`src/rtl/ser_pkg.sv`:
```
package ser_pkg;

    typedef enum logic [1:0] {
        PH_IDLE = 2'd0,
        PH_PEND = 2'd1,
        PH_DATA = 2'd2,
        PH_GAP  = 2'd3
    } phase_e;

    // High-time threshold for one bit, derived from the reload value.
    function automatic logic [31:0] duty_threshold(input logic [31:0] reload, input logic bit_val);
        logic [32:0] twice;
        twice = {reload, 1'b0};
        if (bit_val)
            return 32'(twice / 33'd3);
        else
            return reload / 32'd3;
    endfunction

endpackage

```
`src/rtl/ser_period_counter.sv`:
```
module ser_period_counter #(
    parameter int CNT_W = 16
) (
    input  logic             clk_i,
    input  logic             rst_ni,
    input  logic [CNT_W-1:0] reload_i,
    output logic [CNT_W-1:0] cnt_o,
    output logic             wrap_o
);

    typedef struct packed {
        logic [CNT_W-1:0] cnt;
    } cnt_st_t;

    cnt_st_t st_d, st_q;

    always_comb begin
        st_d = st_q;
        if (st_q.cnt >= reload_i)
            st_d.cnt = '0;
        else
            st_d.cnt = st_q.cnt + CNT_W'(1);
    end

    always_ff @(posedge clk_i or negedge rst_ni) begin
        if (!rst_ni)
            st_q <= '0;
        else
            st_q <= st_d;
    end

    assign cnt_o  = st_q.cnt;
    assign wrap_o = (st_q.cnt >= reload_i);

    // a wrap always restarts the period at zero
    p_wrap_restart_r2: assert property (@(posedge clk_i) disable iff (!rst_ni)
        wrap_o |=> (cnt_o == '0));

    // the count never stays above the reload for more than one cycle
    p_no_overshoot_r2: assert property (@(posedge clk_i) disable iff (!rst_ni)
        (cnt_o > reload_i) |=> (cnt_o == '0));

endmodule

```
`src/rtl/ser_duty_select.sv`:
```
module ser_duty_select #(
    parameter int CNT_W = 16
) (
    input  logic [CNT_W-1:0] reload_i,
    input  logic             bit_i,
    input  logic             gap_i,
    output logic [CNT_W-1:0] thr_o
);
    import ser_pkg::*;

    logic [31:0] raw_thr;

    always_comb begin
        raw_thr = duty_threshold(32'(reload_i), bit_i);
        if (gap_i)
            thr_o = '0;
        else
            thr_o = CNT_W'(raw_thr);
    end

endmodule

```
`src/rtl/ser_frame_ctrl.sv`:
```
module ser_frame_ctrl #(
    parameter int WORD_W    = 16,
    parameter int CNT_W     = 16,
    parameter int GAP_SLOTS = 3
) (
    input  logic              clk_i,
    input  logic              rst_ni,
    input  logic              wrap_i,
    input  logic              start_i,
    input  logic [WORD_W-1:0] word_i,
    input  logic [CNT_W-1:0]  thr_next_i,
    output logic              cur_bit_o,
    output logic              gap_sel_o,
    output logic [CNT_W-1:0]  thr_o,
    output logic              ready_o,
    output logic              in_gap_o
);
    import ser_pkg::*;

    localparam int TOTAL_SLOTS = WORD_W + GAP_SLOTS;
    localparam int SLOT_W      = $clog2(TOTAL_SLOTS);
    localparam logic [SLOT_W-1:0] GAP_MARK = SLOT_W'(GAP_SLOTS);

    typedef struct packed {
        phase_e            phase;
        logic [WORD_W-1:0] shift;
        logic [SLOT_W-1:0] slots;
        logic [CNT_W-1:0]  thr;
    } frm_st_t;

    frm_st_t st_d, st_q;

    always_comb begin
        st_d = st_q;
        if (st_q.phase == PH_IDLE && start_i) begin
            st_d.phase = PH_PEND;
            st_d.shift = word_i;
        end
        if (wrap_i) begin
            unique case (st_q.phase)
                PH_PEND: begin
                    st_d.thr   = thr_next_i;
                    st_d.shift = st_q.shift << 1;
                    st_d.slots = SLOT_W'(TOTAL_SLOTS - 1);
                    st_d.phase = PH_DATA;
                end
                PH_DATA: begin
                    st_d.thr   = thr_next_i;
                    st_d.slots = st_q.slots - SLOT_W'(1);
                    if (st_q.slots > GAP_MARK)
                        st_d.shift = st_q.shift << 1;
                    else
                        st_d.phase = PH_GAP;
                end
                PH_GAP: begin
                    if (st_q.slots == '0) begin
                        st_d.thr   = '0;
                        st_d.phase = PH_IDLE;
                    end else begin
                        st_d.thr   = thr_next_i;
                        st_d.slots = st_q.slots - SLOT_W'(1);
                    end
                end
                default: st_d.thr = '0;
            endcase
        end
    end

    always_ff @(posedge clk_i or negedge rst_ni) begin
        if (!rst_ni) begin
            st_q.phase <= PH_IDLE;
            st_q.shift <= '0;
            st_q.slots <= '0;
            st_q.thr   <= '0;
        end else begin
            st_q <= st_d;
        end
    end

    assign cur_bit_o = st_q.shift[WORD_W-1];
    assign gap_sel_o = (st_q.phase == PH_GAP) ||
                       (st_q.phase == PH_DATA && st_q.slots <= GAP_MARK);
    assign thr_o     = st_q.thr;
    assign ready_o   = (st_q.phase == PH_IDLE);
    assign in_gap_o  = (st_q.phase == PH_GAP);

    // the active threshold only moves at a period boundary
    p_thr_at_wrap_r10: assert property (@(posedge clk_i) disable iff (!rst_ni)
        !wrap_i |=> $stable(thr_o));

    // every gap slot carries a zero threshold
    p_gap_zero_r6: assert property (@(posedge clk_i) disable iff (!rst_ni)
        in_gap_o |-> (thr_o == '0));

    // ready only falls after a start request
    p_ready_fall_r7: assert property (@(posedge clk_i) disable iff (!rst_ni)
        $fell(ready_o) |-> $past(start_i));

    // while busy, the held word only moves at a wrap
    p_hold_word_r8: assert property (@(posedge clk_i) disable iff (!rst_ni)
        (!ready_o && !wrap_i) |=> $stable(st_q.shift));

endmodule

```
`src/rtl/pulse_cmd_serializer.sv`:
```
module pulse_cmd_serializer #(
    parameter int WORD_W    = 16,
    parameter int CNT_W     = 16,
    parameter int GAP_SLOTS = 3
) (
    input  logic              clk_i,
    input  logic              rst_ni,
    input  logic [CNT_W-1:0]  reload_i,
    input  logic              start_i,
    input  logic [WORD_W-1:0] word_i,
    output logic              ready_o,
    output logic              pulse_o
);

    logic [CNT_W-1:0] cnt;
    logic             wrap;
    logic [CNT_W-1:0] thr_next;
    logic [CNT_W-1:0] thr_act;
    logic             cur_bit;
    logic             gap_sel;
    logic             in_gap;

    ser_period_counter #(.CNT_W(CNT_W)) u_counter (
        .clk_i    (clk_i),
        .rst_ni   (rst_ni),
        .reload_i (reload_i),
        .cnt_o    (cnt),
        .wrap_o   (wrap)
    );

    ser_duty_select #(.CNT_W(CNT_W)) u_duty (
        .reload_i (reload_i),
        .bit_i    (cur_bit),
        .gap_i    (gap_sel),
        .thr_o    (thr_next)
    );

    ser_frame_ctrl #(
        .WORD_W    (WORD_W),
        .CNT_W     (CNT_W),
        .GAP_SLOTS (GAP_SLOTS)
    ) u_frame (
        .clk_i      (clk_i),
        .rst_ni     (rst_ni),
        .wrap_i     (wrap),
        .start_i    (start_i),
        .word_i     (word_i),
        .thr_next_i (thr_next),
        .cur_bit_o  (cur_bit),
        .gap_sel_o  (gap_sel),
        .thr_o      (thr_act),
        .ready_o    (ready_o),
        .in_gap_o   (in_gap)
    );

    // High while the period count is below the active threshold.
    assign pulse_o = (cnt < thr_act);

    // no pulses while idle
    p_idle_low_r9: assert property (@(posedge clk_i) disable iff (!rst_ni)
        ready_o |-> !pulse_o);

    // gap slots are fully low
    p_gap_low_r6: assert property (@(posedge clk_i) disable iff (!rst_ni)
        in_gap |-> !pulse_o);

endmodule

```
`config.mk`:
```
export PLATFORM = sky130hd
export DESIGN_NAME = pulse_cmd_serializer
export DESIGN_NICKNAME = d
export VERILOG_FILES = /design/src/rtl/ser_pkg.sv /design/src/rtl/ser_period_counter.sv /design/src/rtl/ser_duty_select.sv /design/src/rtl/ser_frame_ctrl.sv /design/src/rtl/pulse_cmd_serializer.sv
export SDC_FILE = /design/constraint.sdc
export NUM_CORES = 1
export LEC_CHECK = 0
export ABC_AREA = 1
export BUFFER_PORTS_ARGS = -buffer_cell sky130_fd_sc_hd__buf_2
export CELL_PAD_IN_SITES_DETAIL_PLACEMENT = 0
export CELL_PAD_IN_SITES_GLOBAL_PLACEMENT = 1
export CORE_MARGIN = 5
export CORE_UTILIZATION = 41
export DETAILED_ROUTE_END_ITERATION = 12
export PLACE_DENSITY_LB_ADDON = 0.1
export SYNTH_ARGS = -nofsm -noshare
export SYNTH_HDL_FRONTEND = slang
export SYNTH_SLANG_ARGS = --single-unit
```
`constraint.sdc`:
```
create_clock -name clk_i -period 11.5 [get_ports clk_i]
set_input_delay 0.575 -clock clk_i [delete_from_list [all_inputs] [get_ports clk_i]]
set_output_delay 0.575 -clock clk_i [all_outputs]
set_load 0.1 [all_outputs]
```
---- Word-level counts from Yosys, hierarchy flattened ----
Cells that the tools add are included.
word-level totals
  flip-flop bits (word level) ............. 55
  input bits .............................. 35
  output and inout port bits .............. 2
  logic and storage cells ................. 39
operators by class
  add/sub/neg operators ................... 2
  div/mod/pow operators ................... 2
  order comparisons ....................... 4
  eq/ne operators ......................... 4
  muxes and demuxes ....................... 14
  reduce and logical (&&, ||, !) cells .... 8
operators with widths
  cell                                                            count
  2-to-1 mux 16 bit                                               5
  one-hot mux 16 bit (2 select lines)                             2
  2-to-1 mux 39 bit                                               1
  divider 17 x 2 -> 33 bit, second input constant                 1
  divider 16 x 2 -> 32 bit, second input constant                 1
  2-to-1 mux 18 bit                                               1
  adder 16 x 1 -> 16 bit, second input constant                   1
  greater-or-equal comparator 16 bit                              1
  less-than comparator 16 bit                                     1
  one-hot mux 5 bit (3 select lines)                              1
  one-hot mux 2 bit (3 select lines)                              1
  > comparator 5 x 2 -> 1 bit, second input constant              1
  less-or-equal comparator 5 x 2 -> 1 bit, second input constant  1
  zero test 5 bit                                                 1
  2-to-1 mux 5 bit                                                1
  subtractor 5 x 1 -> 5 bit, second input constant                1
  == test 2 bit, second input constant                            2
  2-to-1 mux 2 bit                                                2
  AND reduction 3 bit                                             1
  nonzero test 3 bit                                              1
  == test 2 x 1 -> 1 bit, second input constant                   1
  logical AND 1 bit                                               2
  zero test 2 bit                                                 1
  inequality test 2 bit, second input constant                    1
  other kinds (2)                                                 2

---- Longest topological paths before layout ----
Gate-level depths: netlist (run 1).
  depth after elaboration ................. 7
  mapped depth ............................ 84
  gate-level depth less buffers ........... 82

---- Cells and area by module ----
Synthesis (run 1) repeated with hierarchy kept, for this count alone.
unflattened totals
  cell total of the unflattened synthesis .. 1,478
  area total of the unflattened synthesis .. 9,295.2 um2
by module, submodules not included
  module                times used  cells an instance  area each (um2)  seq. area each (um2)
  ser_duty_select       1           943                5,277.6          0.0
  ser_frame_ctrl        1           302                2,364.8          975.9
  ser_period_counter    1           167                1,253.7          400.4
  pulse_cmd_serializer  1           66                 399.1            0.0

---- Worst setup path before layout (run 1) ----
No wires, ideal clock.
  path kind ............................... input to register
  from .................................... input port reload_i[15]
  to ...................................... register u_frame.st_q (netlist bit u_frame.thr_o[0])
  setup time .............................. 0.117 ns
  data arrival time ....................... 8.071 ns
  required time ........................... 11.383 ns
  path slack .............................. 3.311 ns
  cell stages on the path ................. 67
  buffers on the path ..................... 2
  path through ............................ o21ai_0 inv_1 ha_1 inv_1 nand2_2 nand2_1 nand2_1 mux2i_2 o21ai_1 nand2_1 nand2_1 o21ai_1 nand3_2 nand3_1 nand3_1 nor2_2 nand2_4 nand2_2 (+31 left out) nor2_4 nand2_2 nor2_4 nand4_1 and2_1 ha_1 inv_1 nand2_1 nor2_2 nand3_1 nor2_1 nand2_1 nand2_1 nand3_1 nor2_1 nand3_1 nand2_1 nand2_1
on the way
  word-level cells in the longest chain between the ends .. 5
  elaborated cells on any way between the ends .. 7
  classes of those cells .................. div: 2; order compare: 1; mux: 4
ends and longest elaborated chain
  element                                                                      line                          RTL
  from (decl)                                                                  pulse_cmd_serializer.sv:8     input logic [CNT_W-1:0] reload_i,
  divider 17 x 2 -> 33 bit / divider 16 x 2 -> 32 bit (equally long branches)  ser_pkg.sv:15, ser_pkg.sv:17
  2-to-1 mux 16 bit                                                            ser_pkg.sv:14                 if (bit_val)
  2-to-1 mux 16 bit                                                            ser_duty_select.sv:15         if (gap_i)
  2-to-1 mux 16 bit                                                            ser_frame_ctrl.sv:56          if (st_q.slots == '0) begin
  one-hot mux 16 bit (2 select lines)                                          ser_frame_ctrl.sv:40          unique case (st_q.phase)
  to (signal assigned)                                                         ser_frame_ctrl.sv:76          st_q <= st_d;
  to (decl)                                                                    ser_frame_ctrl.sv:31          frm_st_t st_d, st_q;
Several ways; a longest one is shown, not always the timed one.
A chain may end at the register's enable or synchronous reset.

==> results of run 1 <==
cell type report:
type                    instances  area (um2)  area share
inverters                     235         883       0.103
flip-flops and latches         55        1380       0.161
diodes                          1        2.50    0.000292
repair buffers                 39         203      0.0236
clock buffers                   5         125      0.0146
clock inverters                 3        22.5     0.00262
well taps                     265         332      0.0386
multi-input cells            1052        5640       0.657
sequential cells by signal (all words and copies together) (netlist names):
register,count
u_frame.cur_bit_o,1
u_frame.st_q,22
u_counter.cnt_o,16
u_frame.thr_o,16
layer usage:
metal  global-route usage  share of wire  routed length (um)  vias up
li1                     -              -                   -     4446
met1                0.271           0.49               10700     3752
met2                0.343           0.48               10400      118
met3               0.0133          0.026                 576       14
met4               0.0307         0.0096                 209        0
met5                    0              0                   0        -
kinds of logic (layout without fill, tap and decap cells):
group	after synthesis	in the layout	share of synthesized area
simple gates	823	823	0.497
xor+xnor	8	8	0.00877
compound gates	165	165	0.114
other cells	0	1	0
flops	55	55	0.172
fa+ha+maj	40	40	0.0626
mux	16	16	0.0205
buf+inv	254	282	0.125
placed cells by master, fill, tap and decap left out, drive strengths merged:
| master | n |
|---|---|
| o211a | 1 |
| nand3b | 4 |
| a21boi | 2 |
| nand4 | 44 |
| a31oi | 4 |
| clkinv | 6 |
| buf | 39 |
| o31ai | 1 |
| inv | 232 |
| o311ai | 2 |
| o21bai | 1 |
| o21a | 2 |
| mux2i | 16 |
| xnor2 | 1 |
| diode | 1 |
| o21ai | 92 |
| o22ai | 6 |
| ha | 40 |
| dfrtp | 55 |
| a2111oi | 2 |
| nor4 | 2 |
| a21oi | 48 |
| clkbuf | 5 |
| nor3 | 8 |
| and2 | 3 |
| o211ai | 3 |
| a211oi | 1 |
| nand3 | 170 |
| xor2 | 7 |
| nor3b | 4 |
| nor2 | 153 |
| nand2 | 435 |
metrics by stage:
step	hold slack (ps)	cell area, um2	cells
after floorplan	279	7990	1361
after detailed placement	463	8420	1646
final	396	8580	1655
after CTS	442	8560	1654
after global routing	489	8580	1655
after global placement	465	8420	1646
timing repair:
| action | in CTS | in global routing |
|---|---|---|
| buffers inserted | 0 | 0 |
| setup endpoints to repair | 0 | 1 |
| resized for setup | 0 | 4 |
critical path, delay by kind of cell (launching register included):
kind | cells | cell delay, ps
DFF | 1 | 590
buffers and inverters | 7 | 680
and+or+nand+nor | 67 | 8310
adders and majority gates | 1 | 200
AOI/OAI and AO/OA | 1 | 210
final timing paths:
kind | from | end
min in group clk_i | u_frame.st_q[20] | u_frame.st_q[20]
setup / recovery | u_frame.cur_bit_o | u_frame.thr_o[0]
max in group asynchronous | rst_ni | u_frame.cur_bit_o
setup reg to reg | u_frame.cur_bit_o | u_frame.thr_o[0]
hold reg to reg | u_frame.st_q[20] | u_frame.st_q[20]
hold / removal | rst_ni | u_frame.thr_o[0]
==> results list, run 1 <==
- Counting every sink on the clock net gives 55.
- The final max-slew violation count came to 0.
- Depth of the CTS H-tree: 2
- Of the synthesized area, sequential elements account for 0.172.
- The path class of the tightest hold or removal check is primary input to async pin.
- Number of rows created at floorplan: 51
- Max Fclk: between 90 and 100 MHz
- In this run the remaining antenna-violating nets after routing total 0.
- Area growth from synthesis to layout: 7.42%
- Average footprint of a synthesized cell: 5.87 um2
- For this design the top-level I/O count stands at 37.
- Remaining global-route overflow: 0
- Adding up every negative setup slack in the final design gives 0 ps.
- Fraction of layout instances using a drive strength above 1: 0.126
- On the final layout, the worst clock skew is between 10 and 15 ps.
* Endpoint class of the critical path: register
* Most used cell, CP: nand2_1
* Number of antenna violations at the first check in global routing: 1
* Routed Wire Length: ~22000 um
- Synth area leader: nand2_1
- Delay of the slowest cell on the worst path: 590 ps
* Setup repair after global routing missed its margin: no
- In this run, synthesis produced a sequential element count of between 50 and 60.
- Final clock period utilization by the worst path: 0.877
- Vias per inst: 5.03
* Number of cell instances on the worst register-to-register path: 76
* Number of buffers inserted by hold repair at cts: 0
* CTS tree: built
- The most common cell in the synthesized netlist is nand2_1.
* Pin count of the biggest net entering global routing: 56
* Vias after detailed routing: 8330
- Setup violations remaining at the end of the flow were counted as 0.
- Aggregate global-route resource usage: 0.196
- For this run, design rule violations remaining after detail routing come to 0.
* Inserted Clock Buffers: 5
* Count of routing violations after the opening detailed-route iteration: between 400 and 500
- Number of hold violations in the final report: 0
- Leading register cell type out of synthesis: dfrtp_1
* Minimum clock period after layout: roughly 10000 ps
- Summed over all nets, the half-perimeter wirelength after detailed placement is 17700 um.
* Run status: complete, no violations
- For flop-to-flop paths, the worst setup slack is 1410 ps.
- The die is between 100 and 150 um tall.
- Initial core utilization: 0.413
- The clock reaches the later pin of the worst-skew pair after 300 ps.
* Layout filler cell count: approximately 2100
* Data required time at the worst endpoint: 11700 ps
* Relative slew slack: 0.335
* Floorplan die area: around 22000 um2
- MaxCap Viol Count: 0
- The commonest cells after synthesis are nand2_1, inv_1, nand3_1.
- For this design, the slowest cell found on the critical path is dfrtp_4.
* Async S/R FF share, synth: 1.00
- Yosys attributes the largest share of cell area to nand2_1, dfrtp_1, inv_1, nand3_1, ha_1.
- Number of distinct library cells after synthesis: around 50
- The longest clock path from root to sink contains 2 buffers.
* Worst setup slack after placement: 940 ps
* Critical Path Fanout Max: 22
* Data arrival, critical path: between 10000 and 15000 ps
- Count of yosys warnings during synthesis: 0
* Measured slew at the worst slew-check pin: between 900 and 1000 ps
- For this run, the share of the core covered by cells in the final layout is 0.444.
* Clock transition at path regs: about 80 ps
- Share of Yosys cell area claimed by the top area cell type: 0.187
- The die is around 150 um wide.
- By startpoint and endpoint, the worst setup path is classified as register to register.
- NumNets Final: 1463
- Total of buffers placed on input and output ports: 36
* Weighted congestion reported at the end of routability-driven placement: between 0.8 and 0.9
- Post-Syn Nets: 1436
- Via count of the first global-routing pass: ~7800
- The synthesized netlist occupies a cell area of around 8000 um2.
* First-pass GRT wire length: approximately 37000 um
- STA classifies the critical path startpoint as a register.
- Worst setup slack after layout: between 1000 and 1500 ps
- For this run, the detailed router's first-pass iteration total came to 5.
* Instance count of the mapped netlist: 1361
- The tree is rooted in a clkbuf_16.
- Area of the placeable core: between 15000 and 20000 um2
- Number of synthesized flops with an enable pin: 0
* Per-cell routed wire length: around 13 um
Power of run 1 is left out: the tool's default activity adds up to more than one toggle a clock period on the data nets, which glitch-free logic cannot reach.
==> run 2, diff against run 1 <==
ABC_AREA = 0   (was 1)
PLACE_DENSITY = 0.8   (was unset)
PLACE_DENSITY_LB_ADDON = unset   (was 0.1)
==> results list, run 2 <==
- In this run the count of I/O pins placed on the die edge is 37.
- Worst setup slack after layout: between 700 and 800 ps
- Critical-path cell with the highest stage delay: or4_1
- Counting flops with a built-in enable in the synthesized netlist gives 0.
- Max-cap violations in this run came to 0.
- After synthesis the cells add up to around 8300 um2.
- Floorplan die area: ~23000 um2
* Critical path type: register to register
- At the end of routability-driven placement, the weighted congestion stood at ~0.94.
* Synth area leader: dfrtp_1
* CTS tree: built
* Number of antenna violations at the first check in global routing: 0
- Average footprint of a synthesized cell: around 7.4 um2
* Async S/R FF share, synth: 1.00
* Clock latency at the later pin of the worst-skew pair: between 200 and 300 ps
- Detailed routing inserted a total of 8676 vias.
* Cell types with the largest area share after synthesis: dfrtp_1, ha_1, nand2_1, nor2_1, o21ai_0
* Clock transition at path regs: approximately 70 ps
* Post-route antenna net violation count: 0
- For this run, the share of the core covered by cells in the final layout is 0.454.
- Total of buffers placed on input and output ports: 36
* Endpoint of the lowest-slack register-to-register path: u_frame.thr_o[0]
- Number of buffers inserted by hold repair at cts: 0
- The synthesized netlist contains roughly 110 unique library cells.
* Seq/Total Area, Yosys: 0.165
* Inserted Clock Buffers: 5
- Most frequent cells in the layout: nand2_1, nor2_1, o21ai_0
- Measured slew at the worst slew-check pin: 1110 ps
- The run finished with clean final reports.
- The worst path needs 10780 ps of the cycle, external delays included.
* Class of the tightest hold or removal check: primary input to async pin
* HPWL after detailed placement: approximately 19000 um
- Area of the placeable core: roughly 20000 um2
- Clock Tree Buf Depth: 2
- Remaining global-route overflow: 0
- The largest single stage delay on the critical path is around 570 ps.
- Count of routing violations after the opening detailed-route iteration: 612
- Of the available clock period, the critical path in the final layout requires 0.937.
* Commonest non-fill, non-tap cell in the layout: nand2_1
- In the synthesized netlist, the cells that appear most often are nand2_1, nor2_1, o21ai_0.
- In this run the worst path has a maximum fanout of 12.
* Instance count of the mapped netlist: ~1100
- Entering global routing, the biggest net connects 56 pins.
- In this run the tightest slew margin relative to its limit is 0.259.
- OpenSTA, run right after detailed placement, puts the worst setup slack at around 250 ps.
- Number of rows created at floorplan: 52
* Max Fclk: about 90 MHz
- For this run, the leading register cell type out of synthesis is dfrtp_1.
- Category of the worst setup path launch point: register
- The root buffer cell chosen for the clock tree is clkbuf_16.
- Post-Syn Nets: 1196
* Number of cell instances on the worst register-to-register path: 37
- Pins Over Slew Limit: 0
- Reg with most FFs: u_frame.st_q
- Count of yosys warnings during synthesis: 0
* Cell with the most instances after synthesis: nand2_1
* First-pass GRT wire length: ~41000 um
- NumNets Final: about 1200
- Die X: 153 um
- In the routed design, unresolved DRC markers number 0.
* Via count of the first global-routing pass: between 8000 and 9000
- Aggregate global-route resource usage: 0.203
- Register bit total from synthesis: 55
- Vias per inst: 6.11
* Fraction of layout instances using a drive strength above 1: 0.140
- Before antenna repair, the detailed router went through 7 iterations.
- Depth of the CTS H-tree: 2
- The routed design has approximately 25000 um of wire.
- Reg-to-reg critical path startpoint: u_frame.cur_bit_o
- Number of clock sinks: between 50 and 60
- Number of flip-flops in the largest register: 22
- Data required time at the worst endpoint: between 10000 and 15000 ps
- The initial utilization of the core area, before any placement, comes to 0.414.
* Chip Height: 153 um
* Area growth from synthesis to layout: 9.61%
- Endpoint class of the critical path: register
- Setup violations remaining at the end of the flow were counted as 0.
* Register-to-register path setup slack: between 700 and 800 ps
* Number of hold violations in the final report: 0
* Per-cell routed wire length: about 17 um
- Data arrival, critical path: about 11000 ps
- The share of synthesized area in the top cell type comes to 0.165.
- Layout Skew: around 7.5 ps
run 2: cell count changes after synthesis, sizes merged, moves of 17 or more:
cell,before,now
nand3,170,55
nor3,8,31
nand4,44,11
clkbuf,11,36
and3,0,23
xnor2,1,28
a221o,0,17
nand2,435,121
inv,231,45
a211oi,1,20
nor2,153,108
nand2b,0,20
run 2: repair_timing:
item                       in CTS  in global routing
resized for setup               0                 17
setup endpoints to repair       0                  1
buffers inserted                0                  5
run 2: layout make-up:
cell class,instances,area [um2]
multi-input cells,972,6700
well taps,270,338
clock buffers,6,129
repair buffers,68,420
flip-flops and latches,55,1380
diodes,1,2.50
inverters,46,173
clock inverters,2,12.5
fillers,2093,11000
run 2: routing by layer:
layer,wire (um),global-route usage,vias to the layer above
li1,-,-,4323
met1,12300,0.305,4101
met2,11100,0.319,224
met3,912,0.0156,28
met4,425,0.0437,0
met5,0,0,-
run 2: through the flow:
step	setup TNS, ps	instance area (um2)	hold WS [ps]	instances
final	0	9150	410	1420
after detailed placement	0	8860	497	1406
after global routing	-1.86	9150	492	1419
after CTS	0	9010	448	1414
after floorplan	0	8350	279	1121
after global placement	0	8860	495	1406
run 2: logic make-up (layout without fill, tap and decap cells):
group / after synthesis / count (layout) / synth area share
AOI/OAI and AO/OA: 396 / 396 / 0.354
muxes: 40 / 40 / 0.0492
buffers and inverters: 94 / 122 / 0.0450
and+or+nand+nor: 457 / 457 / 0.283
adders and majority gates: 41 / 41 / 0.0612
other: 0 / 1 / 0
xor gates and xnor gates: 38 / 38 / 0.0430
DFF: 55 / 55 / 0.165
run 2: how the worst max path moves through the flow:
stage | start | end | slack, ps
after floorplan | reload_i[14] | u_frame.thr_o[0] | 1030
after global placement | reload_i[14] | u_frame.thr_o[0] | 540
after detailed placement | reload_i[14] | u_frame.thr_o[0] | 250
after CTS | u_frame.cur_bit_o | u_frame.thr_o[0] | 380
after global routing | u_frame.cur_bit_o | u_frame.thr_o[0] | -2
final | u_frame.cur_bit_o | u_frame.thr_o[0] | 720
run 2: critical path: cells and delay by family, from the launching register on:
kind | cells | cell delay, ps
AOI/OAI and AO/OA | 20 | 5040
and+or+nand+nor | 11 | 3470
adders and majority gates | 2 | 660
xor gates and xnor gates | 2 | 640
buffers and inverters | 2 | 410
DFF | 1 | 390
Power of run 2 is left out for the same reason.
